## src/rtl/lwd_pkg.sv

```systemverilog
package lwd_pkg;

  // Target code driven on tgtSel
  typedef enum logic [1:0] {
    TGT_NONE = 2'd0,
    TGT_DRAM = 2'd1,
    TGT_PCI  = 2'd2
  } tgt_e;

  // Strobes from the register control to the routing datapath
  typedef struct packed {
    logic refreshAttr;
    logic refreshSmram;
  } refresh_s;

endpackage

```

## src/rtl/lwd_cfg_ctrl.sv

```systemverilog
module lwd_cfg_ctrl
  import lwd_pkg::*;
#(
  parameter int unsigned       CFG_AW      = 8,
  parameter int unsigned       NUM_REGIONS = 13,
  parameter logic [CFG_AW-1:0] ATTR_BASE   = 'h59,
  parameter logic [CFG_AW-1:0] SMRAM_OFF   = 'h72,
  parameter logic [7:0]        SMRAM_RESET = 8'h02,
  parameter int unsigned       DOPEN_BIT   = 6,
  parameter int unsigned       GSMRAME_BIT = 3
) (
  input  logic                   clk,
  input  logic                   rstN,
  input  logic                   cfgWrEn,
  input  logic                   cfgRdEn,
  input  logic [CFG_AW-1:0]      cfgAddr,
  input  logic [7:0]             cfgWrData,
  output logic [7:0]             cfgRdData,
  output refresh_s               refresh,
  output logic [NUM_REGIONS-1:0] regionRd,
  output logic [NUM_REGIONS-1:0] regionWr,
  output logic                   openBit,
  output logic                   smmBit
);

  // Region 0 owns one byte alone; the rest pack two per byte
  localparam int unsigned NUM_ATTR = (NUM_REGIONS + 2) / 2;
  localparam int unsigned IDX_W    = (NUM_ATTR > 1) ? $clog2(NUM_ATTR) : 1;

  logic [7:0]          attrQ [NUM_ATTR];
  logic [7:0]          smramQ;
  logic [CFG_AW-1:0]   cfgOff;
  logic [IDX_W-1:0]    attrIdx;
  logic                attrHit;
  logic                smramHit;
  logic [NUM_ATTR*8-1:0] attrFlat;

  assign cfgOff   = cfgAddr - ATTR_BASE;
  assign attrHit  = cfgOff < CFG_AW'(NUM_ATTR);
  assign attrIdx  = cfgOff[IDX_W-1:0];
  assign smramHit = (cfgAddr == SMRAM_OFF);

  always_ff @(posedge clk) begin
    if (!rstN) begin
      for (int k = 0; k < NUM_ATTR; k++) attrQ[k] <= '0;
      smramQ    <= SMRAM_RESET;
      refresh   <= '0;
      cfgRdData <= '0;
    end else begin
      if (cfgWrEn && attrHit)  attrQ[attrIdx] <= cfgWrData;
      if (cfgWrEn && smramHit) smramQ <= cfgWrData;
      refresh.refreshAttr  <= cfgWrEn && attrHit;
      refresh.refreshSmram <= cfgWrEn && smramHit;
      if (cfgRdEn) begin
        if (attrHit)       cfgRdData <= attrQ[attrIdx];
        else if (smramHit) cfgRdData <= smramQ;
        else               cfgRdData <= 8'h00;
      end
    end
  end

  for (genvar b = 0; b < NUM_ATTR; b++) begin : g_flat
    assign attrFlat[b*8 +: 8] = attrQ[b];
  end

  // Nibble selection per region
  for (genvar r = 0; r < NUM_REGIONS; r++) begin : g_nib
    localparam int unsigned BYTE_IDX = (r + 1) / 2;
    localparam bit          USE_HIGH = (r == 0) || (r % 2 == 0);
    if (USE_HIGH) begin : g_hi
      assign regionRd[r] = attrQ[BYTE_IDX][4];
      assign regionWr[r] = attrQ[BYTE_IDX][5];
    end else begin : g_lo
      assign regionRd[r] = attrQ[BYTE_IDX][0];
      assign regionWr[r] = attrQ[BYTE_IDX][1];
    end
  end

  assign openBit = smramQ[DOPEN_BIT];
  assign smmBit  = smramQ[GSMRAME_BIT];

  // SMRAM byte leaves reset at its defined value
  a_r1_smram_reset : assert property (@(posedge clk) disable iff (!rstN)
    $past(!rstN) |-> smramQ == SMRAM_RESET);

  // writes to offsets outside the map change nothing
  a_r2_unmapped_ignored : assert property (@(posedge clk) disable iff (!rstN)
    (cfgWrEn && !attrHit && !smramHit) |=> ($stable(smramQ) && $stable(attrFlat)));

  // a mapped write posts a refresh strobe on the next cycle
  a_r9_refresh_posted : assert property (@(posedge clk) disable iff (!rstN)
    (cfgWrEn && (attrHit || smramHit)) |=> (refresh.refreshAttr || refresh.refreshSmram));

endmodule

```

## src/rtl/lwd_route_dp.sv

```systemverilog
module lwd_route_dp
  import lwd_pkg::*;
#(
  parameter int unsigned       ADDR_W        = 32,
  parameter int unsigned       NUM_REGIONS   = 13,
  parameter int unsigned       SEG_SHIFT     = 14,
  parameter logic [ADDR_W-1:0] EXP_BASE      = 'hC0000,
  parameter logic [ADDR_W-1:0] BIOS_BASE     = 'hF0000,
  parameter logic [ADDR_W-1:0] BIOS_SIZE     = 'h10000,
  parameter logic [ADDR_W-1:0] SMRAM_BASE    = 'hA0000,
  parameter logic [ADDR_W-1:0] SMRAM_SIZE    = 'h20000,
  parameter bit                OPEN_RESET    = 1'b0,
  parameter bit                SMMEN_RESET   = 1'b0
) (
  input  logic                   clk,
  input  logic                   rstN,
  input  refresh_s               refresh,
  input  logic [NUM_REGIONS-1:0] regionRd,
  input  logic [NUM_REGIONS-1:0] regionWr,
  input  logic                   openBit,
  input  logic                   smmBit,
  input  logic                   cpuValid,
  input  logic [ADDR_W-1:0]      cpuAddr,
  input  logic                   cpuWrite,
  input  logic                   cpuSmm,
  output tgt_e                   tgtSel
);

  localparam int unsigned       REG_W      = $clog2(NUM_REGIONS);
  localparam logic [ADDR_W-1:0] BIOS_LAST  = BIOS_BASE + BIOS_SIZE - 1;
  localparam logic [ADDR_W-1:0] SMRAM_LAST = SMRAM_BASE + SMRAM_SIZE - 1;
  localparam logic [ADDR_W-1:0] EXP_LIMIT  =
    EXP_BASE + (ADDR_W'(NUM_REGIONS - 1) << SEG_SHIFT);

  logic [NUM_REGIONS-1:0] rdEnQ, wrEnQ;
  logic                   openQ, smmEnQ;
  logic                   smramWin, biosWin, expWin, anyWin;
  logic [ADDR_W-1:0]      expOff;
  logic [REG_W-1:0]       regionIdx;
  logic                   allowDram;
  tgt_e                   tgtD;

  // Shadow decode state, rebuilt on refresh strobes
  always_ff @(posedge clk) begin
    if (!rstN) begin
      rdEnQ  <= '0;
      wrEnQ  <= '0;
      openQ  <= OPEN_RESET;
      smmEnQ <= SMMEN_RESET;
    end else begin
      if (refresh.refreshAttr) begin
        rdEnQ <= regionRd;
        wrEnQ <= regionWr;
      end
      if (refresh.refreshSmram) begin
        openQ  <= openBit;
        smmEnQ <= smmBit;
      end
    end
  end

  // Window classification
  assign smramWin = (cpuAddr >= SMRAM_BASE) && (cpuAddr <= SMRAM_LAST);
  assign biosWin  = (cpuAddr >= BIOS_BASE)  && (cpuAddr <= BIOS_LAST);
  assign expWin   = (cpuAddr >= EXP_BASE)   && (cpuAddr <  EXP_LIMIT);
  assign anyWin   = smramWin || biosWin || expWin;
  assign expOff   = cpuAddr - EXP_BASE;

  always_comb begin
    if (biosWin) regionIdx = '0;
    else         regionIdx = REG_W'(expOff >> SEG_SHIFT) + REG_W'(1);
  end

  assign allowDram = cpuWrite ? wrEnQ[regionIdx] : rdEnQ[regionIdx];

  always_comb begin
    tgtD = TGT_NONE;
    if (cpuValid) begin
      if (smramWin)
        tgtD = (openQ || (cpuSmm && smmEnQ)) ? TGT_DRAM : TGT_PCI;
      else if (biosWin || expWin)
        tgtD = allowDram ? TGT_DRAM : TGT_PCI;
    end
  end

  always_ff @(posedge clk) begin
    if (!rstN) tgtSel <= TGT_NONE;
    else       tgtSel <= tgtD;
  end

  // no access means no target
  a_r8_idle_none : assert property (@(posedge clk) disable iff (!rstN)
    !cpuValid |=> tgtSel == TGT_NONE);

  // addresses outside the legacy area are never claimed
  a_r8_outside_none : assert property (@(posedge clk) disable iff (!rstN)
    (cpuValid && !anyWin) |=> tgtSel == TGT_NONE);

  // open window exposes DRAM
  a_r5_open_dram : assert property (@(posedge clk) disable iff (!rstN)
    (cpuValid && smramWin && openQ) |=> tgtSel == TGT_DRAM);

  // SMM with SMRAM enabled sees DRAM
  a_r6_smm_dram : assert property (@(posedge clk) disable iff (!rstN)
    (cpuValid && smramWin && cpuSmm && smmEnQ) |=> tgtSel == TGT_DRAM);

  // SMRAM shadow follows the posted control value
  a_r9_shadow_follows : assert property (@(posedge clk) disable iff (!rstN)
    refresh.refreshSmram |=> (openQ == $past(openBit)) && (smmEnQ == $past(smmBit)));

endmodule

```

## src/rtl/legacy_window_decoder.sv

```systemverilog
module legacy_window_decoder
  import lwd_pkg::*;
#(
  parameter int unsigned ADDR_W      = 32,
  parameter int unsigned CFG_AW      = 8,
  parameter int unsigned NUM_REGIONS = 13,
  parameter int unsigned SEG_SHIFT   = 14,
  parameter logic [CFG_AW-1:0] ATTR_BASE   = 'h59,
  parameter logic [CFG_AW-1:0] SMRAM_OFF   = 'h72,
  parameter logic [7:0]        SMRAM_RESET = 8'h02,
  parameter int unsigned       DOPEN_BIT   = 6,
  parameter int unsigned       GSMRAME_BIT = 3
) (
  input  logic              clk,
  input  logic              rstN,
  input  logic              cfgWrEn,
  input  logic              cfgRdEn,
  input  logic [CFG_AW-1:0] cfgAddr,
  input  logic [7:0]        cfgWrData,
  output logic [7:0]        cfgRdData,
  input  logic              cpuValid,
  input  logic [ADDR_W-1:0] cpuAddr,
  input  logic              cpuWrite,
  input  logic              cpuSmm,
  output logic [1:0]        tgtSel
);

  refresh_s               refresh;
  logic [NUM_REGIONS-1:0] regionRd, regionWr;
  logic                   openBit, smmBit;
  tgt_e                   tgtInt;

  lwd_cfg_ctrl #(
    .CFG_AW      (CFG_AW),
    .NUM_REGIONS (NUM_REGIONS),
    .ATTR_BASE   (ATTR_BASE),
    .SMRAM_OFF   (SMRAM_OFF),
    .SMRAM_RESET (SMRAM_RESET),
    .DOPEN_BIT   (DOPEN_BIT),
    .GSMRAME_BIT (GSMRAME_BIT)
  ) u_ctrl (
    .clk       (clk),
    .rstN      (rstN),
    .cfgWrEn   (cfgWrEn),
    .cfgRdEn   (cfgRdEn),
    .cfgAddr   (cfgAddr),
    .cfgWrData (cfgWrData),
    .cfgRdData (cfgRdData),
    .refresh   (refresh),
    .regionRd  (regionRd),
    .regionWr  (regionWr),
    .openBit   (openBit),
    .smmBit    (smmBit)
  );

  lwd_route_dp #(
    .ADDR_W      (ADDR_W),
    .NUM_REGIONS (NUM_REGIONS),
    .SEG_SHIFT   (SEG_SHIFT),
    .OPEN_RESET  (SMRAM_RESET[DOPEN_BIT]),
    .SMMEN_RESET (SMRAM_RESET[GSMRAME_BIT])
  ) u_dp (
    .clk      (clk),
    .rstN     (rstN),
    .refresh  (refresh),
    .regionRd (regionRd),
    .regionWr (regionWr),
    .openBit  (openBit),
    .smmBit   (smmBit),
    .cpuValid (cpuValid),
    .cpuAddr  (cpuAddr),
    .cpuWrite (cpuWrite),
    .cpuSmm   (cpuSmm),
    .tgtSel   (tgtInt)
  );

  assign tgtSel = tgtInt;

endmodule

```

## config.mk

```make
export PLATFORM = sky130hd
export DESIGN_NAME = legacy_window_decoder
export DESIGN_NICKNAME = d
export VERILOG_FILES = /design/src/rtl/lwd_pkg.sv /design/src/rtl/lwd_cfg_ctrl.sv /design/src/rtl/lwd_route_dp.sv /design/src/rtl/legacy_window_decoder.sv
export SDC_FILE = /design/constraint.sdc
export NUM_CORES = 1
export LEC_CHECK = 0
export CAP_MARGIN = 30
export CORE_MARGIN = 1
export CORE_UTILIZATION = 40
export CTS_BUF_LIST = sky130_fd_sc_hd__clkbuf_16
export DETAILED_ROUTE_END_ITERATION = 10
export PLACE_DENSITY = 0.66
export SETUP_SLACK_MARGIN = 0.3
export SLEW_MARGIN = 15
export SYNTH_ARGS = -nofsm -noshare
export SYNTH_HDL_FRONTEND = slang
export SYNTH_SLANG_ARGS = --single-unit
```

## constraint.sdc

```tcl
create_clock -name clk -period 4.75 [get_ports clk]
set_input_delay 0.475 -clock clk [delete_from_list [all_inputs] [get_ports clk]]
set_output_delay 0.475 -clock clk [all_outputs]
set_load 0.005 [all_outputs]
```

Word level (Yosys, flattened, before mapping):

Memories as Yosys holds them, arrays and structs flattened. A register that Yosys moved wholly into a read port is not among the register bits.
Index checks and enable logic that the tools add are counted.

* equality and inequality tests: 1
* order comparisons: 8
* multiplexer cells: 19
* $add $sub $neg: 3
* reductions and logical operators: 17

Operators by type and width (count)
* greater-or-equal comparator 32 x 20 -> 1 bit (second input constant): 3
* <= comparator 32 x 20 -> 1 bit (second input constant): 2
* less-than comparator 32 x 20 -> 1 bit (second input constant): 1
* two-way mux 8 bit: 3
* subtractor 18 x 1 -> 18 bit (second input constant): 1
* binary-select mux 1 bit (select 4 bit): 2
* equality test 8 x 7 -> 1 bit (second input constant): 1
* less-than comparator 8 x 3 -> 1 bit (second input constant): 1
* two-way mux 1 bit: 8
* two-way mux 2 bit: 4
* OR reduction 8 bit: 1
* subtractor 8 x 7 -> 8 bit (second input constant): 1
* logical NOT 1 bit: 7
* logical AND 1 bit: 6
* less-than comparator 4 x 5 -> 1 bit (second input constant): 1
* adder 4 x 1 -> 4 bit (second input constant): 1
* two-way mux 4 bit: 1
* two-way mux 3 bit: 1
* logical OR 1 bit: 2
* AND reduction 2 bit: 1

* output and inout bits: 10
* logic and storage cells: 56
* bits in registers: 22
* memory bits (writable): 56
* input port bits: 55
* memories: 1

Memories
* u_ctrl.attrQ: words 7, bits a word 8, rd ports 8, clocked after memory_dff 7, wr ports 7, line lwd_cfg_ctrl.sv:30 `logic [7:0] attrQ [NUM_ATTR];`

Depth between registers and ports, before layout:

Gate-level depths: netlist of the first run.

* depth in word-level cells: 9
* mapped depth: 10
* gate-level depth less buffers: 8

Hierarchy:

From an unflattened synthesis of the first run, not the netlist that was laid out.

* cells, all modules: 549
* area, all modules: 5708.0 sq um

By module, submodules not included
* lwd_cfg_ctrl: sequential area each 2202.1 sq um, cells an instance 393, instances 1, area each 4071.4 sq um
* lwd_route_dp: sequential area each 600.6 sq um, cells an instance 156, instances 1, area each 1636.6 sq um

Worst setup path before layout of the first run:

OpenSTA, ideal clock, no wires.

* kind: input to register
* from: input port cfgAddr[0]
* to: memory u_ctrl.attrQ[3][0] (enable)
* stages: 9
* setup time: 0.329 ns
* data required time: 4.421 ns
* slack: 1.791 ns
* data arrival time: 2.630 ns
* path buffers: 2
* path through: inv_1 -> ha_1 -> nor2b_1 -> or4b_1 -> a21o_1 -> clkbuf_1 -> or3_1 -> clkbuf_1 -> nand2_1

RTL lines
* start: declaration: line legacy_window_decoder.sv:18 `input logic [CFG_AW-1:0] cfgAddr,`
* end: declaration: line lwd_cfg_ctrl.sv:30

==> results_dict.tcl, run 1 <==
set metrics [dict create \
    netlist_area_sq_um 5080 \
    final_util_pct 49.8 \
    p_clk_share_pct 37.9 \
    gr-usage-all-layers_pct 18.6 \
    dieWidth_um 115 \
    numCtsBuffers 9 \
    synthCells 438 \
    drtAntennaViolNets 0 \
    busiest_layer "met2" \
    dp_hpwl_um 8150 \
    path_max_fanout 11 \
    grt_pass1_wl_um 18200 \
    post_cts_buffers 0 \
    grt_use_met2_pct 31.8 \
    ys.warnings.count 0 \
    layout_setup_ws_ps 1290 \
    layout-drive-gt1-share_pct 10.4 \
    grt_pass1_vias 3441 \
    die_h_um 115 \
    holdBufCountCts 0 \
    grt_max_degree 55 \
    cp.arrival_ps 3470 \
    die-area_sq_um 13100 \
    worstSkewPairLatency_ps 350 \
    hold_slack_ps 469 \
    num-nets-final 546 \
    run_status "complete, no violations" \
    grt_use_met3_pct 4.34 \
    antenna_found_initial 0 \
    htree_levels 3 \
    rsz0062_at_grt "false" \
    row_count 40 \
    skew_ps 5.69 \
    maxCapViolCount 0 \
    cts_tree "yes" \
    hold_viol_final 0 \
    fmaxAchievable_ghz 0.289 \
    p_int_mw 1.55 \
    place_inst 643 \
    setup_violations 0 \
    p_per_area_nw_per_um2 327 \
    syn_avg_cell_area_sq_um 11.6 \
    cp.required_ps 4770 \
    wirelength_um 11400 \
    synth-edff-count 56 \
    wl_per_cell_um 17.3 \
    rrSetupSlack_ps 3210 \
    gr-total-overflow 0 \
    cts_buffer_depth 2 \
    synthFlopType "edfxtp_1" \
    period_share_pct 72.7 \
    end_kind "flip-flop" \
    gp_congestion 0.761 \
    synth.top_cell.area_share_pct 33.1 \
    num_io_pins 65 \
    seq_power_share_pct 52.7 \
    cp-start-kind "input pin" \
    fin_total_pwr_mw 1.99 \
    path_class "in2reg" \
    hold_path.class "reg2reg" \
    n_antenna_cell 0 \
    vias 3466 \
    ir_drop_mv 0.174 \
    period_needed_ps 3460 \
    use_met1_pct 24.0 \
    synthTopCellsByArea "edfxtp_1 33%, dfxtp_1 22%, mux4_2 8.9%, mux2i_1 7.3%, nor2_1 4.0%" \
    synth_top_area_cell "edfxtp_1" \
    drtIter0Drc 199 \
    async_flop_share_pct 0 \
    synth-seq-area-share_pct 55.2 \
    tns_ps 0 \
    placed_area_sq_um 5780 \
    netSwitchingPower_uw 442 \
    drtPass1Iterations 4 \
    switching_share_pct 22.2 \
    leakagePower_nw 2.07 \
    io_buffers 50 \
    area_growth_pct 19.8 \
    ys_types 43 \
    stdcell_count 659 \
    worst_pin_slew_ps 742 \
    finalMaxSlewViolations 0 \
    nFillCells 1136 \
    drc_errors 0 \
    clock_sinks 112 \
    ys_ff_latch 112 \
    ys_top_cells_by_count "56 x dfxtp_1, 56 x edfxtp_1, 54 x nor2_1, 43 x nand2_1, 37 x mux2i_1" \
    dp_slack_ps 922 \
    clockRootBuffer "clkbuf_16" \
    start_util_pct 41.6 \
    routed_via_density 5.26 \
    combinationalPowerShare_pct 9.4 \
    post_cts_resized 0 \
    path_clk_slew_ps 70 \
    syn_nets 498 \
    final_area_sq_um 6080 \
    core_sq_um 12200 \
    relSlewSlack_pct 50.6 \
]
-- cells in the final DEF (no fill, tap or decap), types with 2 or more instances in the layout --
cell and count:
clkdlybuf4s50_1 50, nand3_1 15, clkbuf_16 11, dfxtp_1 56, inv_1 15, o21ai_0 6, nor3_1 5, inv_2 2
nand2b_1 2, a21boi_0 7, a21o_1 2, nand4b_1 2, o31ai_1 3, nor2b_1 31, edfxtp_1 56, mux2i_1 37
mux4_2 20, or4_1 2, o211ai_1 8, ha_1 5, xor2_1 2, a21oi_1 12, nand4_1 2, buf_4 12
nand2_1 43, or3_1 2, a32oi_1 2, o211a_1 8, xnor2_1 3, nor2_1 54
-- sequential cells by signal (all words and copies together) (netlist names) --
register / flops
u_dp.rdEnQ: 13
u_ctrl.attrQ: 64
u_ctrl.refresh: 2
u_dp.wrEnQ: 13
u_ctrl.cfgRdData: 8
u_dp.smmEnQ: 1
u_dp.tgtSel: 2
u_dp.openQ: 1
u_ctrl.smramQ: 8
-- worst max-delay path: stages --
cell and delay [ps]:
clkdlybuf4s50_1 480, inv_1 120, ha_1 270, nor2b_1 150, or4b_1 580, a21o_1 340
or4_1 690, nand2_1 370
-- cells by family after synthesis --
group / after synthesis / share of synthesized area, %
muxes: 58 / 16.4
adders and majority gates: 5 / 1.23
and+or+nand+nor: 165 / 15.7
AOI/OAI and AO/OA: 54 / 7.69
buffers and inverters: 39 / 2.93
DFF: 112 / 55.2
xor gates and xnor gates: 5 / 0.863
-- final timing paths --
path,to,from,cells after the start
hold reg to reg,u_ctrl.smramQ[0],u_ctrl.smramQ[0],2
setup reg to reg,u_dp.tgtSel[0],u_dp.rdEnQ[4],6
setup / recovery,u_ctrl.attrQ[1][7],cfgAddr[0],8
hold / removal,u_ctrl.smramQ[0],u_ctrl.smramQ[0],2
-- metal layers --
layer,wire [um],vias to the layer above
li1,-,1676
met1,5000,1695
met2,5670,82
met3,577,13
met4,133,0
met5,0,-
-- power by group through the flow --
| stage | Clock, mW | Combinational (mW) | Sequential [mW] |
|---|---|---|---|
| 6_report | 0.755 | 0.186 | 1.05 |
| 4_1_cts | 0.772 | 0.189 | 1.05 |
| 5_1_grt | 0.807 | 0.201 | 1.05 |
| 3_5_place_dp | 0 | 0.188 | 1.07 |
| 3_3_place_gp | 0 | 0.185 | 1.07 |
| 2_1_floorplan | 0 | 0.109 | 1.07 |
-- final cells by class --
cell class | count | area [sq um] | share of cell area (%)
Inverter | 14 | 52.6 | 0.864
Clock inverter | 5 | 27.5 | 0.452
Timing Repair Buffer | 62 | 591 | 9.71
Sequential cell | 112 | 2800 | 46.1
Tap cell | 168 | 210 | 3.45
Multi-Input combinational cell | 287 | 2130 | 34.9
Clock buffer | 11 | 275 | 4.52
Note: power is estimated with default switching activity, not from simulation.
==> inputs of run 2 (changes only) <==
Clock period 4.75 ns to 3.3 ns, I/O delays scaled along.
==> run 2 against run 1 <==
- clock power increased by 55%
- sequential power increased by 44%
- register-to-register slack got worse by 1500 ps
- die area unchanged
- final area increased by 1.7%
- sequential share of layout area decreased by 0.75 points
- critical path type unchanged
- largest cell class unchanged
==> results_dict.tcl, run 2 (synthesized netlist as in run 1, its figures left out) <==
set metrics [dict create \
    wl_met3_um 545 \
    clock_sinks 112 \
    io_buffers 50 \
    drtPass1Iterations 5 \
    end_kind "flip-flop" \
    dieWidth_um 115 \
    leakagePower_nw 2.12 \
    skew_ps 5.26 \
    worst_pin_slew_ps 650 \
    layout_common_cells "56 x edfxtp_1, 56 x dfxtp_1, 54 x nor2_1" \
    largest_reg_flops 64 \
    ir_drop_mv 0.315 \
    cp_slowest_stage_delay_ps 570 \
    cts_buffer_depth 2 \
    grt_pass1_wl_um 18600 \
    drtAntennaViolNets 0 \
    die-area_sq_um 13100 \
    path_cells "clkdlybuf4s50_1 > inv_1 > ha_1 > nor2b_1 > or4b_1 > a21o_1 > or3_1 > nand2_1" \
    num-nets-final 554 \
    dp_slack_ps -8.83 \
    gp_congestion 0.795 \
    fin_total_pwr_mw 2.96 \
    area_growth_pct 21.8 \
    layout-drive-gt1-share_pct 12.2 \
    maxCapViolCount 0 \
    period_needed_ps 2880 \
    regMostFlops "u_ctrl.attrQ" \
    n_antenna_cell 0 \
    grt_max_degree 55 \
    path_clk_slew_ps 70 \
    routed_via_density 5.28 \
    clockRootBuffer "clkbuf_16" \
    dp_hpwl_um 8270 \
    cp.required_ps 3290 \
    hold_path.class "reg2reg" \
    rsz0062_at_grt "false" \
    cts_tree "yes" \
    cp.arrival_ps 2870 \
    wl_met1_um 4940 \
    drtIter0Drc 272 \
    core_sq_um 12200 \
    p_per_area_nw_per_um2 479 \
    row_count 40 \
    htree_levels 3 \
    drc_errors 0 \
    vias 3523 \
    path_class "in2reg" \
    grt_pass1_vias 3657 \
    wl_met2_um 5870 \
    tns_ps 0 \
    num_io_pins 65 \
    period_share_pct 87.2 \
    finalMaxSlewViolations 0 \
    gr-total-overflow 0 \
    die_h_um 115 \
    run_status "complete, no violations" \
    wirelength_um 11500 \
    path_max_fanout 8 \
    highest_layer "met4" \
    hold_viol_final 0 \
    layout_setup_ws_ps 422 \
    relSlewSlack_pct 56.3 \
    numCtsBuffers 9 \
    cp-start-kind "input pin" \
    top_regs "u_ctrl.attrQ (64), u_dp.rdEnQ (13), u_dp.wrEnQ (13)" \
    gr-usage-all-layers_pct 18.8 \
    fmaxAchievable_ghz 0.347 \
    wl_per_cell_um 17.3 \
    slowest_stage "or4b_1" \
    setup_violations 0 \
    start_util_pct 41.6 \
    worstSkewPairLatency_ps 340 \
    antenna_found_initial 0 \
]
-- run 2: cell count changes in the layout (fill, tap and decap cells not counted), sizes merged --
| cell | before | now |
|---|---|---|
| buf | 12 | 20 |
| clkinv | 1 | 3 |
| clkinvlp | 1 | 0 |
| bufinv | 0 | 2 |
| inv | 17 | 16 |
| clkbuf | 11 | 9 |
-- run 2: through the flow --
stage	hold slack [ps]	instances	utilization, %	cell area (sq um)
after floorplan	440	438	-	5080
after global placement	451	651	47.9	5850
after detailed placement	458	651	47.9	5850
after CTS	472	667	50.6	6180
after global routing	503	667	50.7	6190
final	469	667	50.7	6190
-- run 2: power by group --
part           internal (mW)  switching, mW  total, mW
clock                  0.674          0.499       1.17
combinational          0.144          0.133      0.277
sequential              1.49         0.0188       1.51
-- run 2: layout make-up --
cell class              instances  area, sq um
fillers                      1129         6030
flip-flops and latches        112         2800
multi-input cells             287         2130
repair buffers                 70          663
clock buffers                   9          225
well taps                     168          210
clock inverters                 7          101
inverters                      14         52.6
-- run 2: critical path: cells and delay by family --
family / cells / cell delay [ps]
buffers and inverters: 2 / 600
AO/OA/AOI/OAI: 1 / 240
AND/OR/NAND/NOR: 4 / 1480
adder cells (fa/ha/maj): 1 / 220
-- run 2: worst paths after layout --
| check | from | to | slack [ps] | cells after the start |
|---|---|---|---|---|
| hold reg to reg | u_ctrl.smramQ[4] | u_ctrl.smramQ[4] | 470 | 2 |
| setup reg to reg | u_dp.rdEnQ[7] | u_dp.tgtSel[0] | 1720 | 6 |
| setup / recovery | cfgAddr[1] | u_ctrl.attrQ[3][5] | 420 | 8 |
| hold / removal | u_ctrl.smramQ[4] | u_ctrl.smramQ[4] | 470 | 2 |
-- run 2: layer usage --
metal	track usage, %	vias up
li1	-	1690
met1	23.7	1716
met2	33.3	103
met3	3.23	14
met4	5.11	0
met5	0	-
-- run 2: timing repair --
item	in CTS	in global routing
setup buffers	0	0
resized for setup	0	2
hold buffers	0	0
setup endpoints to repair	0	16
